--- src/rtl/usbint_pkg.sv ---
`timescale 1ns/1ps
package usbint_pkg;

    localparam int STS_W       = 3;
    localparam int STS_RESUME  = 0;
    localparam int STS_SYSERR  = 1;
    localparam int STS_PROCERR = 2;

    localparam logic [7:0] PID_TOKEN_IN    = 8'h69;
    localparam logic [7:0] PID_TOKEN_OUT   = 8'hE1;
    localparam logic [7:0] PID_TOKEN_SETUP = 8'h2D;

    typedef enum logic [1:0] {
        HC_STOPPED = 2'd0,
        HC_RUNNING = 2'd1,
        HC_FAULT   = 2'd2
    } hc_state_e;

    function automatic logic pid_is_legal(input logic [7:0] pid);
        return (pid == PID_TOKEN_IN) || (pid == PID_TOKEN_OUT) ||
               (pid == PID_TOKEN_SETUP);
    endfunction

endpackage

--- src/rtl/usbint_desc_chk.sv ---
`timescale 1ns/1ps
module usbint_desc_chk
    import usbint_pkg::*;
#(
    parameter int LEN_W     = 11,
    parameter int LEN_LIMIT = 1280
) (
    input  logic             desc_vld,
    input  logic [7:0]       desc_pid,
    input  logic [LEN_W-1:0] desc_maxlen,
    output logic             proc_err
);

    localparam logic [LEN_W-1:0] LIMIT_V = LEN_W'(LEN_LIMIT);

    logic pid_bad;
    logic len_bad;

    always_comb begin
        pid_bad  = !pid_is_legal(desc_pid);
        len_bad  = (desc_maxlen >= LIMIT_V);
        proc_err = desc_vld && (pid_bad || len_bad);
    end

endmodule

--- src/rtl/usbint_sched_fsm.sv ---
`timescale 1ns/1ps
module usbint_sched_fsm
    import usbint_pkg::*;
(
    input  logic clk,
    input  logic rst_n,
    input  logic fatal_evt,
    input  logic fatal_sts,
    input  logic cmd_we,
    input  logic cmd_run,
    output logic run_stop,
    output logic hc_halted
);

    hc_state_e state_q;
    hc_state_e state_d;

    // state register
    always_ff @(posedge clk or negedge rst_n) begin
        if (!rst_n) begin
            state_q <= HC_STOPPED;
        end else begin
            state_q <= state_d;
        end
    end

    // next-state logic
    always_comb begin
        state_d = state_q;
        if (fatal_evt) begin
            state_d = HC_FAULT;
        end else begin
            unique case (state_q)
                HC_STOPPED: if (run_stop && !fatal_sts) state_d = HC_RUNNING;
                HC_RUNNING: if (!run_stop) state_d = HC_STOPPED;
                HC_FAULT:   if (!fatal_sts) state_d = run_stop ? HC_RUNNING : HC_STOPPED;
                default:    state_d = HC_STOPPED;
            endcase
        end
    end

    // run bit: a fatal error overrides a software write in the same cycle
    always_ff @(posedge clk or negedge rst_n) begin
        if (!rst_n) begin
            run_stop <= 1'b0;
        end else if (fatal_evt) begin
            run_stop <= 1'b0;
        end else if (cmd_we) begin
            run_stop <= cmd_run;
        end
    end

    // outputs
    always_comb begin
        hc_halted = (state_q != HC_RUNNING);
    end


    fault_halts_chk: assert property (@(posedge clk) disable iff (!rst_n)
        fatal_evt |=> (hc_halted && !run_stop));


    no_restart_chk: assert property (@(posedge clk) disable iff (!rst_n)
        fatal_sts |=> hc_halted);


    run_start_chk: assert property (@(posedge clk) disable iff (!rst_n)
        (state_q == HC_STOPPED && run_stop && !fatal_sts && !fatal_evt && !cmd_we)
        |=> !hc_halted);

endmodule

--- src/rtl/usbint_status.sv ---
`timescale 1ns/1ps
module usbint_status
    import usbint_pkg::*;
(
    input  logic             clk,
    input  logic             rst_n,
    input  logic             proc_err,
    input  logic             sys_err,
    input  logic             resume_evt,
    input  logic             clr_we,
    input  logic [STS_W-1:0] clr_mask,
    input  logic             ien_we,
    input  logic [STS_W-1:0] ien_din,
    output logic [STS_W-1:0] sts,
    output logic [STS_W-1:0] ien,
    output logic             fatal_sts,
    output logic             irq
);

    logic [STS_W-1:0] set_vec;
    logic [STS_W-1:0] clr_vec;
    logic [STS_W-1:0] sts_d;
    logic [STS_W-1:0] gate_vec;

    always_comb begin
        set_vec              = '0;
        set_vec[STS_RESUME]  = resume_evt;
        set_vec[STS_SYSERR]  = sys_err;
        set_vec[STS_PROCERR] = proc_err;
        clr_vec              = clr_we ? clr_mask : '0;
    end

    // new events win over a clear written in the same cycle
    for (genvar b = 0; b < STS_W; b++) begin : g_sts
        assign sts_d[b] = set_vec[b] | (sts[b] & ~clr_vec[b]);
    end

    always_ff @(posedge clk or negedge rst_n) begin
        if (!rst_n) begin
            sts <= '0;
        end else begin
            sts <= sts_d;
        end
    end

    always_ff @(posedge clk or negedge rst_n) begin
        if (!rst_n) begin
            ien <= '0;
        end else if (ien_we) begin
            ien <= ien_din;
        end
    end

    // only the resume source passes through the enable register
    always_comb begin
        gate_vec              = '1;
        gate_vec[STS_RESUME]  = ien[STS_RESUME];
        fatal_sts             = sts[STS_SYSERR] | sts[STS_PROCERR];
        irq                   = |(sts & gate_vec);
    end


    procerr_sets_chk: assert property (@(posedge clk) disable iff (!rst_n)
        proc_err |=> sts[STS_PROCERR]);


    syserr_sets_chk: assert property (@(posedge clk) disable iff (!rst_n)
        sys_err |=> sts[STS_SYSERR]);


    fatal_irq_chk: assert property (@(posedge clk) disable iff (!rst_n)
        (proc_err || sys_err) |=> irq);


    resume_irq_chk: assert property (@(posedge clk) disable iff (!rst_n)
        (resume_evt && ien[STS_RESUME] && !ien_we) |=> irq);


    w1c_clear_chk: assert property (@(posedge clk) disable iff (!rst_n)
        (clr_we && clr_mask[STS_RESUME] && !resume_evt) |=> !sts[STS_RESUME]);

endmodule

--- src/rtl/usbint_keep.sv ---
`timescale 1ns/1ps
module usbint_keep #(
    parameter int NPORTS = 2
) (
    input  logic              clk,
    input  logic              por_n,
    input  logic              sleep_i,
    input  logic              egsm_we,
    input  logic              egsm_din,
    input  logic [NPORTS-1:0] port_resume,
    input  logic [NPORTS-1:0] port_rd_clr,
    input  logic [NPORTS-1:0] port_en_i,
    input  logic [NPORTS-1:0] port_ls_i,
    input  logic [NPORTS-1:0] port_susp_i,
    input  logic              wake_en_i,
    input  logic              wake_clr,
    output logic              egsm,
    output logic [NPORTS-1:0] port_rd,
    output logic [NPORTS-1:0] port_en,
    output logic [NPORTS-1:0] port_ls,
    output logic [NPORTS-1:0] port_susp,
    output logic              wake_sts,
    output logic              wake_req
);

    logic [NPORTS-1:0] rd_d;
    logic [NPORTS-1:0] en_d;
    logic [NPORTS-1:0] ls_d;
    logic [NPORTS-1:0] susp_d;
    logic              any_resume;

    for (genvar i = 0; i < NPORTS; i++) begin : g_port
        assign rd_d[i]   = port_resume[i] | (port_rd[i] & ~port_rd_clr[i]);
        assign en_d[i]   = sleep_i ? port_en[i]   : port_en_i[i];
        assign ls_d[i]   = sleep_i ? port_ls[i]   : port_ls_i[i];
        assign susp_d[i] = sleep_i ? port_susp[i] : port_susp_i[i];


        port_rd_set_chk: assert property (@(posedge clk) disable iff (!por_n)
            port_resume[i] |=> port_rd[i]);
    end

    assign any_resume = |port_resume;

    always_ff @(posedge clk or negedge por_n) begin
        if (!por_n) begin
            egsm      <= 1'b0;
            port_rd   <= '0;
            port_en   <= '0;
            port_ls   <= '0;
            port_susp <= '0;
            wake_sts  <= 1'b0;
        end else begin
            if (egsm_we) begin
                egsm <= egsm_din;
            end
            port_rd   <= rd_d;
            port_en   <= en_d;
            port_ls   <= ls_d;
            port_susp <= susp_d;
            wake_sts  <= (sleep_i && any_resume) || (wake_sts && !wake_clr);
        end
    end

    always_comb begin
        wake_req = wake_sts && wake_en_i;
    end


    sleep_hold_chk: assert property (@(posedge clk) disable iff (!por_n)
        sleep_i |=> ($stable(port_en) && $stable(port_ls) && $stable(port_susp)));


    wake_set_chk: assert property (@(posedge clk) disable iff (!por_n)
        (sleep_i && any_resume) |=> wake_sts);

endmodule

--- src/rtl/usbint_ctrl.sv ---
`timescale 1ns/1ps
module usbint_ctrl
    import usbint_pkg::*;
#(
    parameter int NPORTS    = 2,
    parameter int LEN_W     = 11,
    parameter int LEN_LIMIT = 1280
) (
    input  logic              clk,
    input  logic              rst_n,
    input  logic              por_n,
    input  logic              desc_vld,
    input  logic [7:0]        desc_pid,
    input  logic [LEN_W-1:0]  desc_maxlen,
    input  logic              bus_par_err,
    input  logic              bus_mabort,
    input  logic              bus_tabort,
    input  logic [NPORTS-1:0] port_resume,
    input  logic              sts_clr_we,
    input  logic [2:0]        sts_clr_mask,
    input  logic              ien_we,
    input  logic [2:0]        ien_din,
    input  logic              cmd_we,
    input  logic              cmd_run,
    input  logic              cmd_egsm,
    input  logic [NPORTS-1:0] port_rd_clr,
    input  logic [NPORTS-1:0] port_en_i,
    input  logic [NPORTS-1:0] port_ls_i,
    input  logic [NPORTS-1:0] port_susp_i,
    input  logic              sleep_i,
    input  logic              wake_en_i,
    input  logic              wake_clr,
    output logic [2:0]        sts_o,
    output logic [2:0]        ien_o,
    output logic              run_stop_o,
    output logic              hc_halted_o,
    output logic              irq_o,
    output logic              egsm_o,
    output logic [NPORTS-1:0] port_rd_o,
    output logic [NPORTS-1:0] port_en_o,
    output logic [NPORTS-1:0] port_ls_o,
    output logic [NPORTS-1:0] port_susp_o,
    output logic              wake_sts_o,
    output logic              wake_req_o
);

    logic proc_err;
    logic sys_err;
    logic fatal_evt;
    logic fatal_sts;
    logic resume_evt;

    usbint_desc_chk #(
        .LEN_W     (LEN_W),
        .LEN_LIMIT (LEN_LIMIT)
    ) u_desc_chk (
        .desc_vld    (desc_vld),
        .desc_pid    (desc_pid),
        .desc_maxlen (desc_maxlen),
        .proc_err    (proc_err)
    );

    always_comb begin
        sys_err    = bus_par_err | bus_mabort | bus_tabort;
        fatal_evt  = proc_err | sys_err;
        resume_evt = (|port_resume) & egsm_o;
    end

    usbint_status u_status (
        .clk        (clk),
        .rst_n      (rst_n),
        .proc_err   (proc_err),
        .sys_err    (sys_err),
        .resume_evt (resume_evt),
        .clr_we     (sts_clr_we),
        .clr_mask   (sts_clr_mask),
        .ien_we     (ien_we),
        .ien_din    (ien_din),
        .sts        (sts_o),
        .ien        (ien_o),
        .fatal_sts  (fatal_sts),
        .irq        (irq_o)
    );

    usbint_sched_fsm u_fsm (
        .clk       (clk),
        .rst_n     (rst_n),
        .fatal_evt (fatal_evt),
        .fatal_sts (fatal_sts),
        .cmd_we    (cmd_we),
        .cmd_run   (cmd_run),
        .run_stop  (run_stop_o),
        .hc_halted (hc_halted_o)
    );

    usbint_keep #(
        .NPORTS (NPORTS)
    ) u_keep (
        .clk         (clk),
        .por_n       (por_n),
        .sleep_i     (sleep_i),
        .egsm_we     (cmd_we),
        .egsm_din    (cmd_egsm),
        .port_resume (port_resume),
        .port_rd_clr (port_rd_clr),
        .port_en_i   (port_en_i),
        .port_ls_i   (port_ls_i),
        .port_susp_i (port_susp_i),
        .wake_en_i   (wake_en_i),
        .wake_clr    (wake_clr),
        .egsm        (egsm_o),
        .port_rd     (port_rd_o),
        .port_en     (port_en_o),
        .port_ls     (port_ls_o),
        .port_susp   (port_susp_o),
        .wake_sts    (wake_sts_o),
        .wake_req    (wake_req_o)
    );

endmodule

--- config.mk ---
export PLATFORM = sky130hd
export DESIGN_NAME = usbint_ctrl
export DESIGN_NICKNAME = d
export VERILOG_FILES = /design/src/rtl/usbint_pkg.sv /design/src/rtl/usbint_desc_chk.sv /design/src/rtl/usbint_sched_fsm.sv /design/src/rtl/usbint_status.sv /design/src/rtl/usbint_keep.sv /design/src/rtl/usbint_ctrl.sv
export SDC_FILE = /design/constraint.sdc
export NUM_CORES = 1
export LEC_CHECK = 0
export BUFFER_PORTS_ARGS = -buffer_cell sky130_fd_sc_hd__buf_2
export CAP_MARGIN = 20
export CELL_PAD_IN_SITES_DETAIL_PLACEMENT = 1
export CELL_PAD_IN_SITES_GLOBAL_PLACEMENT = 1
export CORE_MARGIN = 2
export CORE_UTILIZATION = 26
export CTS_BUF_LIST = sky130_fd_sc_hd__clkbuf_16
export CTS_CLUSTER_SIZE = 20
export DETAILED_ROUTE_END_ITERATION = 8
export PLACE_DENSITY = 0.83
export SLEW_MARGIN = 20
export SYNTH_ARGS = -nofsm -noshare
export SYNTH_HDL_FRONTEND = slang
export SYNTH_HIERARCHICAL = 1
export SYNTH_SLANG_ARGS = --single-unit
--- constraint.sdc ---
create_clock -name clk -period 1.2 [get_ports clk]
set_input_delay 0.06 -clock clk [delete_from_list [all_inputs] [get_ports clk]]
set_output_delay 0.06 -clock clk [all_outputs]
set_load 0.05 [all_outputs]
==> flow_metrics.tcl <==
set metrics [dict create \
    outcome "finished with violations" \
    failed_checks "setup timing" \
    share_comb_of_total_power_pct 24.7 \
    first_pass_iters 2 \
    synth_sequential_area_ratio_pct 56.3 \
    core.rowCount 20 \
    portBuffers 61 \
    power.static_leakage_nw 0.689 \
    first_global_vias 834 \
    finish.net_count 186 \
    post-place-cells 172 \
    start_kind "flip-flop" \
    worst_slew_pin_slew_ps 264 \
    gr-usage-met2_pct 26.9 \
    dominant_combinational_cell_family_by_area_after_synthesis "multiplexers" \
    grt_util_met1_pct 13.3 \
    powerDensity_nw_per_um2 1330 \
    post_synth_num_cell_types 21 \
    crit_path_max_fanout 2 \
    gp_routability_congestion 0.645 \
    pins_over_their_slew_limit 0 \
    maxSlewHeadroom_pct 82.2 \
    max_cap_viol_count 0 \
    num_io_pins 70 \
    cts-buffers-inserted 3 \
    wl_per_cell_microns 13.4 \
    initialDrtViolationCount 14 \
    timing_hold_violations_final 0 \
    power_switching_share_pct 29.4 \
    worst-r2r-setup-slack_ps 20 \
    setup.worst_path.end_class "output pin" \
    cpMaxStageDelayCell "sky130_fd_sc_hd__dfrtp_2" \
    power_report.internal_total_w 0.00130 \
    synth_xor_xnor_area_share_pct 0 \
    floorplan.initialDensity_pct 27.4 \
    worstHoldPathType "in -> reg" \
    synthCells 65 \
    detailroute.via_count 782 \
    cp_slowest_stage_delay_ps 390 \
    worst-endpoint-arrival_ps 1200 \
    avgViaCountPerCell 4.37 \
    period_share_pct 105 \
    timing.clock.skew_ps 2.69 \
    drc_markers 0 \
    wire_length_of_the_first_global_routing_pass_mm 3.57 \
    synthesis.area_per_instance_sq_um 13.0 \
    hold_path_startpoint "port_resume[1]" \
    synth-simple-area-share_pct 8.89 \
    ys_warn_count 6 \
    globalRouteTotalUtil_pct 14.0 \
    grt_busiest_layer "met2" \
    route.final.wire_length_mm 2.39 \
    dp_hpwl_mm 2.03 \
    r2r-end "u_fsm/state_q[0]" \
    pwr-share-seq_pct 39.2 \
    detail-route-antenna-nets 0 \
    grt_start_max_net_pins 11 \
    worst-endpoint-required_ps 1140 \
    cts-root-buf "sky130_fd_sc_hd__clkbuf_16" \
    synth.mux.area_fraction_pct 17.2 \
    timing.hold.worst_path_depth 2 \
    ir_drop_uv 475 \
    placeable_core_area_sq_um 3080 \
    instances_no_fill 179 \
    crit_path_cell_trace "or2_4 > a21o_1 > buf_6" \
    rr_startpoint "u_status/sts[1]" \
    die_w_microns 61.0 \
    endpoints_failing_setup 1 \
    cts.reportedPaths.clkPinSlew_ps 50 \
    grt.overflow.total 0 \
    worst_hold_path.endpoint "u_keep/port_rd[1]" \
    post_synthesis_cell_area_sq_um 845 \
    clk_latency_ps 250 \
    placement.setup.worst_slack_ps -230 \
    postSynthNetCount 115 \
    crit_type "reg -> out" \
    die_h_microns 61.0 \
    max_clock_freq_ghz 0.794 \
    synth_compound_gate_area_share_pct 14.1 \
    worst_reg_to_reg_path_cell_count 3 \
    layout_setup_ws_ps -59.3 \
    syn2layout_area_growth_pct 63.0 \
    die-area_sq_um 3720 \
    n_antenna_cell 0 \
    hold-worst-slack_ps 34.0 \
    synthesized_flop_and_latch_total 19 \
    clock_period_minus_worst_slack_ps 1260 \
    grt_antenna_before_repair 0 \
    cts_sinks 19 \
    met3_usage_pct 4.48 \
    share_clk_of_total_power_pct 36.0 \
    grt_setup_unrepaired "yes" \
    layout-drive-gt1-share_pct 65.2 \
    cts_max_path_buffers 2 \
    synthesized_area_fraction_occupied_by_adder_cells_pct 0 \
    p_sw_w 0.000540 \
    cts_tree "yes" \
    cts.htree.levels 1 \
]
==> critical path, delay by kind of cell (launching register included) <==
family                 cells  cell delay [ps]
AOI/OAI and AO/OA          1              160
DFF                        1              390
and+or+nand+nor            1              250
buffers and inverters      1              150
==> what timing repair did <==
item,CTS,global route
hold endpoints to repair,19,0
setup buffers,0,1
resized for setup,2,2
hold buffers,2,0
cloned,0,0
setup endpoints to repair,1,2
pin swaps,0,1
==> kinds of logic (layout without fill, tap and decap cells) <==
family / Yosys count / count (layout)
AOI/OAI and AO/OA: 15 / 15
buffers and inverters: 6 / 76
DFF: 19 / 19
muxes: 11 / 11
and+or+nand+nor: 14 / 14
==> stage by stage <==
step | total power (W) | instance area (sq um) | util, % | TNS [ps]
global placement | 0.00116 | 1250 | 40.8 | -447
global route | 0.00193 | 1380 | 44.7 | -149
detailed placement | 0.00118 | 1250 | 40.8 | -577
finish | 0.00184 | 1380 | 44.7 | -59.3
floorplan | 0.00101 | 883 | - | -127
CTS | 0.00186 | 1360 | 44.2 | -75.1
==> layout make-up <==
type / instances / area [sq um]
clock inverter: 1 / 3.75
fill: 368 / 1700
tap: 44 / 55.1
inverter: 5 / 18.8
timing repair buffer: 67 / 364
multi-input combinational: 40 / 382
clock buffer: 3 / 75.1
sequential: 19 / 478
==> worst max-delay path by stage <==
stage | startpoint | endpoint | cells after the start
after floorplan | u_status/sts[1] | u_fsm/state_q[0] | 3
after global placement | desc_pid[3] | u_fsm/state_q[0] | 5
after detailed placement | desc_pid[3] | u_fsm/state_q[0] | 5
after CTS | u_status/sts[1] | irq_o | 3
after global routing | u_status/sts[1] | irq_o | 3
final | u_status/sts[1] | irq_o | 3
==> Yosys cell counts <==
| cell type | instances | share of area [%] |
|---|---|---|
| sky130_fd_sc_hd__a31oi_1 | 1 | 0.74 |
| sky130_fd_sc_hd__a21o_2 | 1 | 1.0 |
| sky130_fd_sc_hd__dfrtp_1 | 19 | 56 |
| sky130_fd_sc_hd__or3_2 | 1 | 0.89 |
| sky130_fd_sc_hd__o21ai_0 | 3 | 1.8 |
| sky130_fd_sc_hd__buf_6 | 1 | 1.3 |
| sky130_fd_sc_hd__or2_4 | 1 | 1.0 |
| sky130_fd_sc_hd__mux2i_1 | 1 | 1.2 |
| sky130_fd_sc_hd__inv_1 | 5 | 2.2 |
| sky130_fd_sc_hd__nor2_1 | 2 | 0.89 |
| sky130_fd_sc_hd__mux2_4 | 6 | 11 |
| sky130_fd_sc_hd__nand2_1 | 5 | 2.2 |
| sky130_fd_sc_hd__mux2_2 | 4 | 5.3 |
| sky130_fd_sc_hd__nor2b_1 | 1 | 0.74 |
| sky130_fd_sc_hd__and2_1 | 1 | 0.74 |
| sky130_fd_sc_hd__nand2b_1 | 2 | 1.5 |
| sky130_fd_sc_hd__a2111oi_2 | 2 | 3.6 |
| sky130_fd_sc_hd__o22ai_1 | 1 | 0.74 |
| sky130_fd_sc_hd__a21o_1 | 6 | 5.3 |
| sky130_fd_sc_hd__o21a_1 | 1 | 0.89 |
| sky130_fd_sc_hd__or4_1 | 1 | 0.89 |
==> cells in the final DEF (no fill, tap or decap) <==
cell type / n
sky130_fd_sc_hd__o21ai_0: 3
sky130_fd_sc_hd__a31oi_2: 1
sky130_fd_sc_hd__o21a_1: 1
sky130_fd_sc_hd__dfrtp_2: 2
sky130_fd_sc_hd__or2_4: 1
sky130_fd_sc_hd__and2_1: 1
sky130_fd_sc_hd__nand2_1: 5
sky130_fd_sc_hd__a21o_2: 1
sky130_fd_sc_hd__mux2_2: 4
sky130_fd_sc_hd__mux2_4: 6
sky130_fd_sc_hd__nor2b_4: 1
sky130_fd_sc_hd__a21o_1: 6
sky130_fd_sc_hd__dlygate4sd3_1: 2
sky130_fd_sc_hd__or4_4: 1
sky130_fd_sc_hd__dfrtp_1: 17
sky130_fd_sc_hd__clkbuf_16: 3
sky130_fd_sc_hd__buf_2: 59
sky130_fd_sc_hd__o22ai_1: 1
sky130_fd_sc_hd__inv_1: 6
sky130_fd_sc_hd__a2111oi_4: 2
sky130_fd_sc_hd__or3_2: 1
sky130_fd_sc_hd__buf_6: 1
sky130_fd_sc_hd__mux2i_1: 1
sky130_fd_sc_hd__nand2b_1: 2
sky130_fd_sc_hd__buf_4: 5
sky130_fd_sc_hd__nor2_1: 2
==> sequential cells by signal (all words and copies together) (netlist names) <==
signal,flops
u_status/sts,3
u_fsm/run_stop,1
u_keep/wake_sts,1
u_keep/port_en,2
u_keep/port_susp,2
u_keep/port_ls,2
u_status/ien,3
u_fsm/state_q,2
u_keep/port_rd,2
u_keep/egsm,1
==> layer usage <==
metal  wire length [microns]  up-vias
met4                      44        0
met3                     249        5
li1                        -      365
met1                     834      362
met5                       0        -
met2                    1270       50
==> power groups by stage <==
stage	clock (W)	sequential [W]	combinational, W
floorplan	0	0.000907	0.000103
global placement	0	0.000726	0.000435
detailed placement	0	0.000733	0.000447
CTS	0.000684	0.000722	0.000455
global route	0.000726	0.000726	0.000481
finish	0.000662	0.000720	0.000454
(Power assumes the default switching activity.)
